**config.mk**
```make
export PLATFORM = sky130hd
export DESIGN_NAME = opd_top
export DESIGN_NICKNAME = d
export VERILOG_FILES = /design/src/rtl/opd_pkg.sv /design/src/rtl/opd_addr_split.sv /design/src/rtl/opd_dir_store.sv /design/src/rtl/opd_lru_order.sv /design/src/rtl/opd_top.sv
export SDC_FILE = /design/constraint.sdc
export NUM_CORES = 1
export LEC_CHECK = 0
export BUFFER_PORTS_ARGS = -buffer_cell sky130_fd_sc_hd__buf_2
export CAP_MARGIN = 20
export CORE_ASPECT_RATIO = 0.7
export CORE_MARGIN = 2
export CORE_UTILIZATION = 50
export CTS_CLUSTER_SIZE = 12
export DETAILED_ROUTE_END_ITERATION = 10
export GPL_TIMING_DRIVEN = 0
export PLACE_DENSITY_LB_ADDON = 0.15
export SETUP_SLACK_MARGIN = 0.5
export SLEW_MARGIN = 10
export SYNTH_ARGS = -nofsm -noshare
export SYNTH_HDL_FRONTEND = slang
export SYNTH_SLANG_ARGS = --single-unit
```
**constraint.sdc**
```tcl
create_clock -name clk -period 5.2 [get_ports clk]
set_input_delay 0.52 -clock clk [delete_from_list [all_inputs] [get_ports clk]]
set_output_delay 0.52 -clock clk [all_outputs]
set_load 0.02 [all_outputs]
```
**src/rtl/opd_pkg.sv**
```systemverilog
package opd_pkg;

  typedef enum logic [2:0] {
    OP_NOP    = 3'd0,
    OP_ACT    = 3'd1,
    OP_RW     = 3'd2,
    OP_PRE    = 3'd3,
    OP_PREALL = 3'd4,
    OP_REF    = 3'd5
  } opd_op_e;

  typedef struct packed {
    logic [3:0] col_w;
    logic [1:0] bank_w;
    logic [3:0] row_w;
    logic       page_2k;
  } opd_geom_t;

  // Column width, bank width, row width and page size for each geometry code
  function automatic opd_geom_t opd_geom(input logic [2:0] mode);
    opd_geom_t g;
    case (mode)
      3'd2:    g = '{col_w: 4'd9, bank_w: 2'd2, row_w: 4'd12, page_2k: 1'b1};
      3'd3:    g = '{col_w: 4'd9, bank_w: 2'd2, row_w: 4'd13, page_2k: 1'b1};
      3'd4:    g = '{col_w: 4'd8, bank_w: 2'd1, row_w: 4'd12, page_2k: 1'b0};
      3'd5:    g = '{col_w: 4'd8, bank_w: 2'd2, row_w: 4'd11, page_2k: 1'b0};
      3'd6:    g = '{col_w: 4'd8, bank_w: 2'd2, row_w: 4'd13, page_2k: 1'b0};
      3'd7:    g = '{col_w: 4'd9, bank_w: 2'd1, row_w: 4'd13, page_2k: 1'b1};
      default: g = '{col_w: 4'd9, bank_w: 2'd1, row_w: 4'd11, page_2k: 1'b1};
    endcase
    return g;
  endfunction

endpackage

```
**src/rtl/opd_addr_split.sv**
```systemverilog
module opd_addr_split
  import opd_pkg::*;
#(
  parameter int ADDR_W = 26,
  parameter int ROW_W  = 13,
  parameter int BANK_W = 2
) (
  input  logic [2:0]        mode,
  input  logic [ADDR_W-1:0] addr,
  output logic [BANK_W-1:0] bank,
  output logic [ROW_W-1:0]  row,
  output logic              page_2k
);

  opd_geom_t         g;
  logic [ADDR_W-1:0] above_col;
  logic [ADDR_W-1:0] above_bank;
  logic [ADDR_W-1:0] bank_mask;
  logic [ADDR_W-1:0] row_mask;

  always_comb begin
    g          = opd_geom(mode);
    // two byte-lane bits, then the column field
    above_col  = addr >> (32'd2 + 32'(g.col_w));
    above_bank = above_col >> g.bank_w;
    bank_mask  = (ADDR_W'(1) << g.bank_w) - ADDR_W'(1);
    row_mask   = (ADDR_W'(1) << g.row_w) - ADDR_W'(1);
    bank       = BANK_W'(above_col & bank_mask);
    row        = ROW_W'(above_bank & row_mask);
    page_2k    = g.page_2k;
  end

endmodule

```
**src/rtl/opd_dir_store.sv**
```systemverilog
module opd_dir_store #(
  parameter int NUM_ENT = 4,
  parameter int SEL_W   = 2,
  parameter int BANK_W  = 2,
  parameter int ROW_W   = 13,
  localparam int IDX_W  = $clog2(NUM_ENT)
) (
  input  logic               clk,
  input  logic               rst_n,
  input  logic               do_act,
  input  logic               do_rw,
  input  logic               do_pre,
  input  logic               do_preall,
  input  logic               do_ref,
  input  logic [SEL_W-1:0]   c_sel,
  input  logic [BANK_W-1:0]  c_bank,
  input  logic [ROW_W-1:0]   c_row,
  input  logic [SEL_W-1:0]   l_sel,
  input  logic [BANK_W-1:0]  l_bank,
  input  logic [ROW_W-1:0]   l_row,
  output logic [NUM_ENT-1:0] valid,
  output logic [NUM_ENT-1:0] l_bmatch,
  output logic [NUM_ENT-1:0] l_rmatch,
  output logic               touch_en,
  output logic [IDX_W-1:0]   touch_idx
);

  logic [NUM_ENT-1:0] valid_q;
  logic [SEL_W-1:0]   sel_q  [NUM_ENT];
  logic [BANK_W-1:0]  bank_q [NUM_ENT];
  logic [ROW_W-1:0]   row_q  [NUM_ENT];

  logic [NUM_ENT-1:0] c_bmatch;
  logic [NUM_ENT-1:0] c_hit;
  logic [NUM_ENT-1:0] c_selhit;

  // per-slot comparators for the command and lookup sides
  for (genvar i = 0; i < NUM_ENT; i++) begin : g_cmp
    assign c_selhit[i] = valid_q[i] && (sel_q[i] == c_sel);
    assign c_bmatch[i] = c_selhit[i] && (bank_q[i] == c_bank);
    assign c_hit[i]    = c_bmatch[i] && (row_q[i] == c_row);
    assign l_bmatch[i] = valid_q[i] && (sel_q[i] == l_sel) && (bank_q[i] == l_bank);
    assign l_rmatch[i] = row_q[i] == l_row;
  end

  logic             has_free;
  logic [IDX_W-1:0] free_idx;
  logic [IDX_W-1:0] bm_idx;
  logic [IDX_W-1:0] hit_idx;
  logic [IDX_W-1:0] act_tgt;
  logic             act_do;

  always_comb begin
    has_free = 1'b0;
    free_idx = '0;
    bm_idx   = '0;
    hit_idx  = '0;
    // descending scan so the lowest index wins
    for (int i = NUM_ENT - 1; i >= 0; i--) begin
      if (!valid_q[i]) begin
        has_free = 1'b1;
        free_idx = IDX_W'(i);
      end
      if (c_bmatch[i]) bm_idx = IDX_W'(i);
      if (c_hit[i])    hit_idx = IDX_W'(i);
    end
    act_tgt   = (|c_bmatch) ? bm_idx : free_idx;
    act_do    = do_act && ((|c_bmatch) || has_free);
    touch_en  = act_do || (do_rw && (|c_hit));
    touch_idx = act_do ? act_tgt : hit_idx;
  end

  always_ff @(posedge clk) begin
    if (!rst_n) begin
      valid_q <= '0;
      for (int i = 0; i < NUM_ENT; i++) begin
        sel_q[i]  <= '0;
        bank_q[i] <= '0;
        row_q[i]  <= '0;
      end
    end else if (do_ref) begin
      valid_q <= '0;
    end else begin
      for (int i = 0; i < NUM_ENT; i++) begin
        if (act_do && (act_tgt == IDX_W'(i))) begin
          valid_q[i] <= 1'b1;
          sel_q[i]   <= c_sel;
          bank_q[i]  <= c_bank;
          row_q[i]   <= c_row;
        end else if ((do_pre && c_bmatch[i]) || (do_preall && c_selhit[i])) begin
          valid_q[i] <= 1'b0;
        end
      end
    end
  end

  assign valid = valid_q;

endmodule

```
**src/rtl/opd_lru_order.sv**
```systemverilog
module opd_lru_order #(
  parameter int NUM_ENT = 4,
  localparam int IDX_W  = $clog2(NUM_ENT)
) (
  input  logic               clk,
  input  logic               rst_n,
  input  logic               touch_en,
  input  logic [IDX_W-1:0]   touch_idx,
  input  logic [NUM_ENT-1:0] valid,
  output logic [IDX_W-1:0]   lru_idx,
  output logic               lru_valid
);

  // older_q[i][j] set: slot i was used before slot j
  logic [NUM_ENT-1:0] older_q [NUM_ENT];
  logic [NUM_ENT-1:0] cand;

  always_ff @(posedge clk) begin
    if (!rst_n) begin
      for (int i = 0; i < NUM_ENT; i++)
        for (int j = 0; j < NUM_ENT; j++)
          older_q[i][j] <= 1'(i < j);
    end else if (touch_en) begin
      for (int i = 0; i < NUM_ENT; i++)
        for (int j = 0; j < NUM_ENT; j++) begin
          if ((IDX_W'(i) == touch_idx) && (i != j))
            older_q[i][j] <= 1'b0;
          else if ((IDX_W'(j) == touch_idx) && (i != j))
            older_q[i][j] <= 1'b1;
        end
    end
  end

  for (genvar i = 0; i < NUM_ENT; i++) begin : g_cand
    always_comb begin
      cand[i] = valid[i];
      for (int j = 0; j < NUM_ENT; j++)
        if ((j != i) && valid[j] && !older_q[i][j]) cand[i] = 1'b0;
    end
  end

  always_comb begin
    lru_idx = '0;
    for (int i = NUM_ENT - 1; i >= 0; i--)
      if (cand[i]) lru_idx = IDX_W'(i);
    lru_valid = |cand;
  end

endmodule

```
**src/rtl/opd_top.sv**
```systemverilog
module opd_top
  import opd_pkg::*;
#(
  parameter int NUM_ENT = 4,
  parameter int NUM_SEL = 4,
  parameter int ADDR_W  = 26,
  parameter int ROW_W   = 13,
  parameter int BANK_W  = 2,
  localparam int SEL_W  = $clog2(NUM_SEL),
  localparam int IDX_W  = $clog2(NUM_ENT)
) (
  input  logic                 clk,
  input  logic                 rst_n,
  input  logic [NUM_SEL*3-1:0] mode_cfg,
  input  logic                 cmd_valid,
  input  logic [2:0]           cmd_op,
  input  logic [SEL_W-1:0]     cmd_sel,
  input  logic [ADDR_W-1:0]    cmd_addr,
  input  logic                 lk_valid,
  input  logic [SEL_W-1:0]     lk_sel,
  input  logic [ADDR_W-1:0]    lk_addr,
  output logic                 lk_hit,
  output logic                 lk_conflict,
  output logic                 lk_idle,
  output logic                 lk_full,
  output logic [IDX_W-1:0]     lk_entry,
  output logic                 lk_page_2k,
  output logic [BANK_W-1:0]    lk_bank,
  output logic [ROW_W-1:0]     lk_row,
  output logic [IDX_W-1:0]     lru_entry,
  output logic                 lru_valid
);

  logic [2:0]        c_mode;
  logic [2:0]        l_mode;
  logic [BANK_W-1:0] c_bank;
  logic [ROW_W-1:0]  c_row;
  logic              c_page_unused;

  assign c_mode = mode_cfg[32'(cmd_sel) * 3 +: 3];
  assign l_mode = mode_cfg[32'(lk_sel) * 3 +: 3];

  opd_addr_split #(.ADDR_W(ADDR_W), .ROW_W(ROW_W), .BANK_W(BANK_W)) u_cmd_split (
    .mode(c_mode), .addr(cmd_addr), .bank(c_bank), .row(c_row), .page_2k(c_page_unused)
  );

  opd_addr_split #(.ADDR_W(ADDR_W), .ROW_W(ROW_W), .BANK_W(BANK_W)) u_lk_split (
    .mode(l_mode), .addr(lk_addr), .bank(lk_bank), .row(lk_row), .page_2k(lk_page_2k)
  );

  logic do_act, do_rw, do_pre, do_preall, do_ref;
  always_comb begin
    do_act    = cmd_valid && (cmd_op == OP_ACT);
    do_rw     = cmd_valid && (cmd_op == OP_RW);
    do_pre    = cmd_valid && (cmd_op == OP_PRE);
    do_preall = cmd_valid && (cmd_op == OP_PREALL);
    do_ref    = cmd_valid && (cmd_op == OP_REF);
  end

  logic [NUM_ENT-1:0] ent_valid;
  logic [NUM_ENT-1:0] l_bmatch;
  logic [NUM_ENT-1:0] l_rmatch;
  logic               touch_en;
  logic [IDX_W-1:0]   touch_idx;

  opd_dir_store #(
    .NUM_ENT(NUM_ENT), .SEL_W(SEL_W), .BANK_W(BANK_W), .ROW_W(ROW_W)
  ) u_store (
    .clk(clk), .rst_n(rst_n),
    .do_act(do_act), .do_rw(do_rw), .do_pre(do_pre), .do_preall(do_preall), .do_ref(do_ref),
    .c_sel(cmd_sel), .c_bank(c_bank), .c_row(c_row),
    .l_sel(lk_sel), .l_bank(lk_bank), .l_row(lk_row),
    .valid(ent_valid), .l_bmatch(l_bmatch), .l_rmatch(l_rmatch),
    .touch_en(touch_en), .touch_idx(touch_idx)
  );

  opd_lru_order #(.NUM_ENT(NUM_ENT)) u_lru (
    .clk(clk), .rst_n(rst_n), .touch_en(touch_en), .touch_idx(touch_idx),
    .valid(ent_valid), .lru_idx(lru_entry), .lru_valid(lru_valid)
  );

  // lookup answer from pre-command state
  logic             any_bank;
  logic             any_hit;
  logic [IDX_W-1:0] first_bm;

  always_comb begin
    any_bank = |l_bmatch;
    any_hit  = |(l_bmatch & l_rmatch);
    first_bm = '0;
    for (int i = NUM_ENT - 1; i >= 0; i--)
      if (l_bmatch[i]) first_bm = IDX_W'(i);
    lk_hit      = lk_valid && any_hit;
    lk_conflict = lk_valid && any_bank && !any_hit;
    lk_idle     = lk_valid && !any_bank;
    lk_full     = lk_valid && !any_bank && (&ent_valid);
    lk_entry    = lk_valid ? first_bm : '0;
  end

endmodule

```
==> reports/summary.txt, run 1 <==
min-delay worst type - reg2reg
# hold bufs at CTS - 0
CTS tree - yes
Final Instance Area - 8640 µm²
WP data arrival - 4.60 ns
net load switching power - 746 µW
Std-Cell Rows - 37
largest stage delay on the critical path - 0.62 ns
FF+latch count, synth - 84
cell leakage power - 3.20 nW
top post-synthesis cells by area - edfxtp_1 31%, xnor2_1 10%, xor2_1 6.9%
status - completed
cells after synthesis - 824
Yosys warnings - 0
synth unique cells - 86
area leader, netlist - edfxtp_1
pre-CTS WS - 0.0764 ns
Die X - 151 µm
# clock sinks - 84
IO Count - 100
Worst VDD drop - 0.000240 V
first-pass GRT wire length - 37.5 mm
Crit path required time - 5.27 ns
Bufs and invs on worst path - 3
Worst Skew - 0.0101 ns
DRT Pass-1 Iters - 6
P_int - 1.36 mW
clk root buf - clkbuf_16
Area growth, synth to finish - 14.8%
Period minus WS final - 4.53 ns
Clock Tree Buf Depth - 2
H-tree depth - 3
global-route usage over all layers - 0.315
Final Hold Viols - 0
Final #Nets - 996
Inst Count DP - 1095
nature of the critical path endpoint - flip-flop
number of CTS-inserted buffers - 9
largest net degree at the start of global routing - 16
family with the most delay on the worst path - simple AND/OR/NAND/NOR gates
Port Buf Inserts - 69
Commonest cells post-synth - 88 x nor2_1, 88 x xnor2_1, 78 x edfxtp_1, 59 x xor2_1, 40 x clkbuf_1
post-synthesis async set-or-reset flop share - 0
Seq/Total Area, Yosys - 0.327
fin crit share - 0.872
post-layout util - 0.587
crit-path max FO - 10
Final Max Tran Viols - 0
Core Box Area - 14700 µm²
total gr overflow - 0
setup TNS - 0 ns
Most Frequent Cell on Critical Path - buf_2
unrepaired setup endpoints after global routing - true
Slew Limit Headroom - 0.355
vias in the first global route - 6386
WS Path Type - in2reg
startpoint types - input pin
dpl hpwl - 19.7 mm
Initial Util - 0.511
PwrDens - 243 nW/µm²
RD Place Congestion - 0.964
DR vias - 7109
Total Wirelength - 25.2 mm
Comb power frac - 0.340
antenna viol nets, final - 0
Clock Power Share - 0.287
Reg clk slew, reported paths - 0.07 ns
antenna cell count - 0
Die Ht - 107 µm
fmax - 221 MHz
Seq pwr share - 0.373
DR WL/cell - 22.5 µm
share of cells above drive strength 1 - 0.196
Non-Filler Instances - 1119
max_cap viols - 0
Final WS setup - 0.667 ns
Die Area - 16100 µm²
initial drt markers - 936
vias per std cell - 6.35
Avg Inst Size Synth - 9.13 µm²
Setup violations, final - 0
clk_lat worst skew - 0.34 ns
slowest stage cell, crit path - a2111oi_1
Cell Area, Synth - 7530 µm²
Area after DPL - 8200 µm²
prevailing post-synth register cell - edfxtp_1
sw frac - 0.355
DRC viols - 0
EDFF count, synth - 78
Yosys top cell area share - 0.311
Worst-Margin Slew - 0.968 ns
initial antenna violation count - 0
Cell Chain, Critical Path - buf_2, buf_2, mux2i_2, clkbuf_2, mux2i_1, xor2_1, nand2_1, a2111oi_1, o211ai_1, nor4_2, nand2b_1, a22oi_1, nor3b_1, or3b_1
-- worst register-to-register path: cells and delay by family, from the launching register on --
| family | cells | cell delay, ns |
|---|---|---|
| multiplexers | 1 | 0.13 |
| XOR/XNOR | 1 | 0.17 |
| AO/OA/AOI/OAI | 4 | 1.30 |
| buffers and inverters | 1 | 0.27 |
| flip-flops | 1 | 0.42 |
| AND/OR/NAND/NOR | 5 | 1.19 |
-- layout make-up --
cell class              count  area [µm²]
clock buffers              10         229
inverters                  29         109
plain buffers              55         250
repair buffers             81         465
clock inverters             6        47.5
fillers                  1343        6080
flip-flops and latches     84        2460
multi-input cells         659        4840
well taps                 195         244
-- power groups by stage --
stage	combinational (mW)	clock, mW	sequential [mW]
floorplan	0.465	0	0.791
global placement	0.655	0	0.799
detailed placement	0.663	0	0.797
CTS	0.684	0.606	0.782
global route	0.759	0.632	0.785
finish	0.714	0.604	0.783
-- logic make-up (layout without fill, tap and decap cells) --
family	Yosys count	count (layout)	share of synthesized area
muxes	55	55	0.0901
AOI/OAI and AO/OA	165	165	0.159
and+or+nand+nor	286	286	0.202
xor gates and xnor gates	147	147	0.171
buffers and inverters	84	181	0.0467
adders and majority gates	2	2	0.00332
other	1	4	0.000498
DFF	84	84	0.327
-- cells in the final DEF, fill, tap and decap left out, types with 5 or more instances in the layout --
master and count:
xnor2_1 88, nor2_1 87, edfxtp_1 78, buf_2 77, xor2_1 59, clkbuf_1 35, mux2i_1 32, nand2_1 30
inv_1 29, nor2b_1 27, a21oi_1 25, nand4_1 24, o21ai_0 22, nand3_1 21, nand2b_1 21, a211oi_1 14
mux2_2 12, nor3_1 12, o211ai_1 11, nor4_1 11, o22ai_1 10, a21oi_2 9, buf_4 9, clkbuf_16 9
mux4_2 8, nand3b_1 7, clkbuf_2 6, or3_1 6, dfxtp_1 6, nor3_2 5
-- routing by layer --
layer,global-route usage,wire [µm],vias up
met4,0.0888,658,0
met3,0.0791,3410,55
met1,0.481,11300,3352
li1,-,-,3211
met5,0,0,-
met2,0.437,9880,491
-- path summary, 6_finish.rpt --
path / startpoint / to / slack [ns] / cells past startpoint
setup / recovery: cmd_sel[1] / u_lru.older_q[1][1]$_SDFFCE_PN0P_ / 0.67 / 14
hold / removal: u_lru.older_q[1][0]$_DFF_P_ / u_lru.older_q[1][0]$_DFF_P_ / 0.51 / 2
setup reg to reg: u_store.row_q[2][4]$_SDFFCE_PN0P_ / u_lru.older_q[1][4]$_SDFFCE_PN0P_ / 1.42 / 12
hold reg to reg: u_lru.older_q[1][0]$_DFF_P_ / u_lru.older_q[1][0]$_DFF_P_ / 0.51 / 2
-- state kept, by name (all words and copies together) (netlist names) --
signal,count
u_store.valid,4
u_store.row_q,52
u_store.sel_q,8
u_store.bank_q,8
u_lru.older_q,12
-- per-stage QoR --
stage / hold slack, ns / power [mW]
finish: 0.507 / 2.10
global route: 0.528 / 2.18
CTS: 0.509 / 2.07
detailed placement: 0.499 / 1.46
global placement: 0.490 / 1.45
floorplan: 0.436 / 1.26
-- repair_timing --
item / CTS / global route
pin swaps: 0 / 2
endpoints found under the hold margin: 0 / 0
endpoints found under the setup margin: 5 / 41
buffers inserted: 4 / 4
gates resized for setup: 16 / 17
(Power assumes the default switching activity.)
==> inputs of run 2 (changes only) <==
--- a/config.mk
+++ b/config.mk
@@ -14,6 +14,7 @@
 export DETAILED_ROUTE_END_ITERATION = 10
 export GPL_TIMING_DRIVEN = 0
 export PLACE_DENSITY_LB_ADDON = 0.15
+export REMOVE_ABC_BUFFERS = 1
 export SETUP_SLACK_MARGIN = 0.5
 export SLEW_MARGIN = 10
 export SYNTH_ARGS = -nofsm -noshare
==> run 2 against run 1 <==
Effect of this change:
- combinational power grew 0.7%
- clock skew decreased by 0.0015 ns
- setup slack better by 0.021 ns
- largest cell class unchanged
==> reports/summary.txt, run 2 (synthesis gave the netlist of run 1 again) <==
dpl hpwl - 18.6 mm
Setup violations, final - 0
Clock Tree Buf Depth - 2
min-delay worst type - reg2reg
# clock sinks - 84
status - completed
largest reg by FF count - u_store.row_q
antenna viol nets, final - 0
DRT Pass-1 Iters - 6
Die X - 151 µm
Worst Skew - 0.00865 ns
share of cells above drive strength 1 - 0.211
Critical R2R Capture - u_lru.older_q[0][3]$_SDFFCE_PP1P_
family with the most delay on the worst path - simple AND/OR/NAND/NOR gates
filler cell count - 1263
initial drt markers - 992
Crit path required time - 5.30 ns
Hold EP - u_lru.older_q[1][0]$_DFF_P_
clk_lat worst skew - 0.35 ns
total gr overflow - 0
P_int - 1.42 mW
startpoint types - input pin
nature of the critical path endpoint - flip-flop
crit-path max FO - 21
Final Power - 2.19 mW
antenna cell count - 0
IO Count - 100
clk root buf - clkbuf_16
Bufs and invs on worst path - 2
Non-Filler Instances - 1090
WS Path Type - in2reg
largest net degree at the start of global routing - 31
R2R cell count - 11
fin crit share - 0.868
cell leakage power - 3.26 nW
vias in the first global route - 6636
Cell Chain, Critical Path - clkbuf_4, mux4_2, buf_12, nor2_2, mux2_2, a21oi_1, xor2_1, nand4_1, or4_4, a21oi_2, o21ai_2, and2_4, or3b_1
r2r setup slk - 1.53 ns
r2r startpoint - u_store.row_q[2][8]$_SDFFCE_PN0P_
WP data arrival - 4.62 ns
number of CTS-inserted buffers - 9
min-delay src - u_lru.older_q[1][0]$_DFF_P_
Hold Path Depth - 2
Area growth, synth to finish - 16.0%
H-tree depth - 3
Clock Power Share - 0.311
CTS tree - yes
Hold WS - 0.491 ns
Slew Limit Headroom - 0.348
Die Area - 16100 µm²
most common cell after layout, fill and taps aside - xnor2_1
initial antenna violation count - 0
DRC viols - 0
Final Max Tran Viols - 0
PwrDens - 250 nW/µm²
Die Ht - 107 µm
vias per std cell - 6.56
Core Box Area - 14700 µm²
fmax - 222 MHz
Total Wirelength - 26.1 mm
Std-Cell Rows - 37
Seq pwr share - 0.360
Final #Nets - 967
Port Buf Inserts - 79
Reg clk slew, reported paths - 0.07 ns
unrepaired setup endpoints after global routing - false
Initial Util - 0.511
RD Place Congestion - 0.960
Largest register FFs - 52
slowest stage cell, crit path - mux4_2
pre-CTS WS - -0.364 ns
Comb power frac - 0.329
Worst-Margin Slew - 0.978 ns
Final Hold Viols - 0
DR WL/cell - 24.0 µm
Period minus WS final - 4.51 ns
largest stage delay on the critical path - 0.62 ns
Largest regs - u_store.row_q x52, u_lru.older_q x12
max_cap viols - 0
global-route usage over all layers - 0.321
post-layout util - 0.593
Inst Count DP - 1052
net load switching power - 770 µW
sw frac - 0.352
Worst VDD drop - 0.000191 V
Final WS setup - 0.688 ns
commonest non-fill, non-tap cells in the layout - 88 x xnor2_1, 87 x nor2_1, 78 x edfxtp_1
DR vias - 7145
first-pass GRT wire length - 38.7 mm
[run 2: changes by cell type in the layout (fill, tap and decap cells not counted), sizes merged]
cell and delta:
bufinv +1, mux4 +4, clkbuf -39, buf +5, clkinv -3, inv +3
[run 2: worst register-to-register path, delay by kind of cell, from the launching register on]
family / cells / cell delay (ns)
AOI/OAI and AO/OA: 5 / 1.44
xor gates and xnor gates: 2 / 0.41
DFF: 1 / 0.52
and+or+nand+nor: 4 / 1.00
[run 2: power by group through the flow]
| stage | logic (mW) | registers (mW) | clock network [mW] |
|---|---|---|---|
| final | 0.719 | 0.788 | 0.679 |
| after global routing | 0.765 | 0.789 | 0.709 |
| after CTS | 0.662 | 0.786 | 0.683 |
| after detailed placement | 0.638 | 0.801 | 0 |
| after global placement | 0.618 | 0.802 | 0 |
| after floorplan | 0.432 | 0.793 | 0 |
[run 2: final cells by class]
class | count | area, µm² | share of cell area
Clock buffer | 9 | 225 | 0.0258
Clock inverter | 7 | 86.3 | 0.00989
Multi-Input combinational cell | 663 | 4950 | 0.567
Inverter | 29 | 109 | 0.0125
Tap cell | 195 | 244 | 0.0279
Timing Repair Buffer | 103 | 652 | 0.0747
Sequential cell | 84 | 2460 | 0.282
[run 2: how the worst max path moves through the flow]
stage / end / slack, ns / cells past startpoint / startpoint
floorplan: lk_hit / 0.62 / 10 / lk_sel[0]
global placement: u_store.row_q[3][11]$_SDFFCE_PN0P_ / -1.50 / 10 / cmd_sel[0]
detailed placement: u_lru.older_q[1][1]$_SDFFCE_PN0P_ / -0.36 / 12 / cmd_sel[0]
CTS: u_lru.older_q[1][1]$_SDFFCE_PN0P_ / 0.41 / 12 / cmd_sel[0]
global route: u_lru.older_q[1][1]$_SDFFCE_PN0P_ / 0.50 / 13 / cmd_sel[0]
finish: u_lru.older_q[1][1]$_SDFFCE_PN0P_ / 0.69 / 13 / cmd_sel[0]
[run 2: what timing repair did]
item                       CTS  global route
hold buffers                 0             0
gates cloned                 2             2
pin swaps                    1             2
gates resized for setup     17            13
hold endpoints to repair     0             0
setup buffers                5            13
setup endpoints to repair   95            56
[run 2: metal layers]
layer | share of wire | routed length (µm) | vias up | track usage
met3 | 0.14 | 3790 | 54 | 0.0851
met5 | 0 | 0 | - | 0.0167
met1 | 0.42 | 11100 | 3407 | 0.483
met4 | 0.020 | 527 | 0 | 0.0594
li1 | - | - | 3161 | -
met2 | 0.41 | 10800 | 523 | 0.464
[run 2: stage by stage]
step / TNS (ns) / instance area (µm²)
6_report: 0 / 8730
5_1_grt: 0 / 8730
4_1_cts: 0 / 8510
3_5_place_dp: -3.52 / 8030
3_3_place_gp: -92.00 / 7930
2_1_floorplan: 0 / 7290
==> inputs of run 3 (changes only) <==
--- a/config.mk
+++ b/config.mk
@@ -5,6 +5,7 @@
 export SDC_FILE = /design/constraint.sdc
 export NUM_CORES = 1
 export LEC_CHECK = 0
+export ABC_AREA = 1
 export BUFFER_PORTS_ARGS = -buffer_cell sky130_fd_sc_hd__buf_2
 export CAP_MARGIN = 20
 export CORE_ASPECT_RATIO = 0.7
==> run 3 against run 2 <==
Effect of this change:
- clock power decreased by 5.2%
- largest power group is now combinational logic
- total power up 4.1%
- first-iteration DRC count fell by 16%
- setup slack gained 0.17 ns
- highest routed layer unchanged
==> reports/summary.txt, run 3 <==
Worst-Margin Slew - 0.868 ns
sw frac - 0.396
min-delay worst type - reg2reg
clk root buf - clkbuf_16
startpoint types - input pin
IO Count - 100
share of cells above drive strength 1 - 0.156
Seq/Total Area, Yosys - 0.333
FF+latch count, synth - 84
grt peak-use layer - met1
slowest stage cell, crit path - o21ai_4
Crit path required time - 4.68 ns
first-pass GRT wire length - 34.1 mm
# clock sinks - 84
Core Box Area - 14600 µm²
Final WS setup - 0.859 ns
nature of the critical path endpoint - output pin
Yosys top cell area share - 0.316
fmax - 230 MHz
Die Area - 15800 µm²
DR vias - 7332
Final #Nets - 1281
DR WL/cell - 15.7 µm
Port Buf Inserts - 79
vias in the first global route - 6318
Final Max Tran Viols - 0
P_int - 1.38 mW
DRC viols - 0
largest net degree at the start of global routing - 29
Hold WS - 0.485 ns
met2 usage - 0.396
initial antenna violation count - 0
prevailing post-synth register cell - edfxtp_1
Avg Inst Size Synth - 6.55 µm²
total gr overflow - 0
cell leakage power - 4.14 nW
initial drt markers - 835
max_cap viols - 0
dpl hpwl - 17.0 mm
WS Path Type - in2out
fin crit share - 0.835
post-synthesis async set-or-reset flop share - 0
family with the most delay on the worst path - simple AND/OR/NAND/NOR gates
top-count cell post-synth - nand2_1
cells after synthesis - 1130
clk_lat worst skew - 0.35 ns
Slew Limit Headroom - 0.420
most common cell after layout, fill and taps aside - nand2_1
Initial Util - 0.508
status - completed
commonest non-fill, non-tap cells in the layout - 415 x nand2_1, 142 x nor2_1, 139 x inv_1
unrepaired setup endpoints after global routing - false
top post-synthesis cells by area - edfxtp_1 32%, nand2_1 21%, nor2_1 7.2%
Total Wirelength - 22.0 mm
Reg clk slew, reported paths - 0.06 ns
net load switching power - 900 µW
vias per std cell - 5.22
Worst VDD drop - 0.000159 V
global-route usage over all layers - 0.283
H-tree depth - 3
WP data arrival - 3.82 ns
Cell Chain, Critical Path - buf_2, inv_1, nand2_1, a21oi_1, a21oi_1, nand2_1, nand2_4, inv_2, o21ai_4, buf_4, nand2_1, o21ai_0, nand2_1, xor2_1, nand3_1, nor2_1, nand3_1, nand2_1, nor2_1, nor2_1, buf_2
Worst Skew - 0.00762 ns
CTS tree - yes
largest reg by FF count - u_store.row_q
Yosys warnings - 0
Setup violations, final - 0
Clock Power Share - 0.283
met3 usage - 0.0628
Clock Tree Buf Depth - 2
number of CTS-inserted buffers - 9
crit-path max FO - 22
PwrDens - 276 nW/µm²
Area growth, synth to finish - 11.4%
area leader, netlist - edfxtp_1
antenna cell count - 0
Bufs and invs on worst path - 5
Final Hold Viols - 0
Seq pwr share - 0.342
DRT Pass-1 Iters - 5
Std-Cell Rows - 37
post-layout util - 0.566
Comb power frac - 0.374
Cell Area, Synth - 7400 µm²
Commonest cells post-synth - 419 x nand2_1, 142 x nor2_1, 139 x inv_1, 84 x nand3_1, 78 x edfxtp_1
RD Place Congestion - 0.978
pre-CTS WS - 0.335 ns
routing usage on met1 - 0.441
Die X - 149 µm
EDFF count, synth - 78
Largest register FFs - 52
Period minus WS final - 4.34 ns
largest stage delay on the critical path - 0.33 ns
synth unique cells - 48
Most Frequent Cell on Critical Path - nand2_1
antenna viol nets, final - 0
Largest regs - u_store.row_q x52, u_lru.older_q x12
Die Ht - 106 µm
-- run 3: cell count changes after synthesis, sizes merged, moves of 25 or more --
cell	previous run	this run
a21oi	36	11
nor2	89	149
xnor2	88	5
inv	29	149
nand2	30	464
nor2b	27	0
nand3	21	90
clkbuf	40	2
mux2i	35	0
-- run 3: cells by family (layout without fill, tap and decap cells) --
| family | Yosys count | in the layout | synth area share |
|---|---|---|---|
| simple gates | 745 | 745 | 0.440 |
| flops | 84 | 84 | 0.333 |
| fa+ha+maj | 2 | 2 | 0.00338 |
| other cells | 1 | 4 | 0.000506 |
| compound gates | 77 | 77 | 0.0667 |
| xor+xnor | 47 | 47 | 0.0556 |
| buf+inv | 174 | 250 | 0.101 |
-- run 3: routing by layer --
| layer | vias to the layer above | wire [µm] |
|---|---|---|
| met3 | 23 | 2360 |
| met5 | - | 0 |
| met2 | 298 | 8660 |
| met4 | 0 | 267 |
| met1 | 3297 | 10700 |
| li1 | 3714 | - |
-- run 3: power by group through the flow --
stage	logic, mW	clock network, mW	registers (mW)
finish	0.852	0.644	0.779
detailed placement	0.820	0	0.793
CTS	0.824	0.646	0.778
floorplan	0.570	0	0.788
global route	0.943	0.668	0.782
global placement	0.813	0	0.793
-- run 3: area by class of cell --
| class | instances | area (µm²) |
|---|---|---|
| sequential | 84 | 2460 |
| tap | 195 | 244 |
| clock inverter | 5 | 55.1 |
| fill | 1467 | 6330 |
| clock buffer | 11 | 233 |
| multi-input combinational | 875 | 4230 |
| inverter | 149 | 567 |
| timing repair buffer | 85 | 455 |
-- run 3: timing repair --
action | in CTS | in global routing
setup endpoints to repair | 2 | 19
setup buffers | 0 | 4
hold buffers | 0 | 0
resized for setup | 1 | 5
pin swaps | 0 | 1
-- run 3: worst register-to-register path, delay by kind of cell, from the launching register on --
kind,cells,cell delay [ns]
simple gates,10,2.32
flops,1,0.44
buf+inv,2,0.31
-- run 3: path summary, 6_finish.rpt --
check                                              startpoint                                end  slack (ns)  cells after the start
worst max-delay path                                lk_sel[0]                             lk_hit        0.86                     21
worst min-delay path              u_lru.older_q[1][0]$_DFF_P_        u_lru.older_q[1][0]$_DFF_P_        0.49                      2
worst max register to register  u_store.valid[2]$_SDFFE_PP0P_  u_store.row_q[0][6]$_SDFFCE_PN0P_        1.75                     12
worst min register to register    u_lru.older_q[1][0]$_DFF_P_        u_lru.older_q[1][0]$_DFF_P_        0.49                      2
-- run 3: stage by stage --
step	total power [mW]	cells	cell area, µm²	setup TNS [ns]
floorplan	1.36	1108	7230	0
detailed placement	1.61	1384	7910	0
finish	2.28	1404	8250	0
CTS	2.25	1400	8200	0
global route	2.39	1404	8250	0
global placement	1.61	1382	7870	-26.32
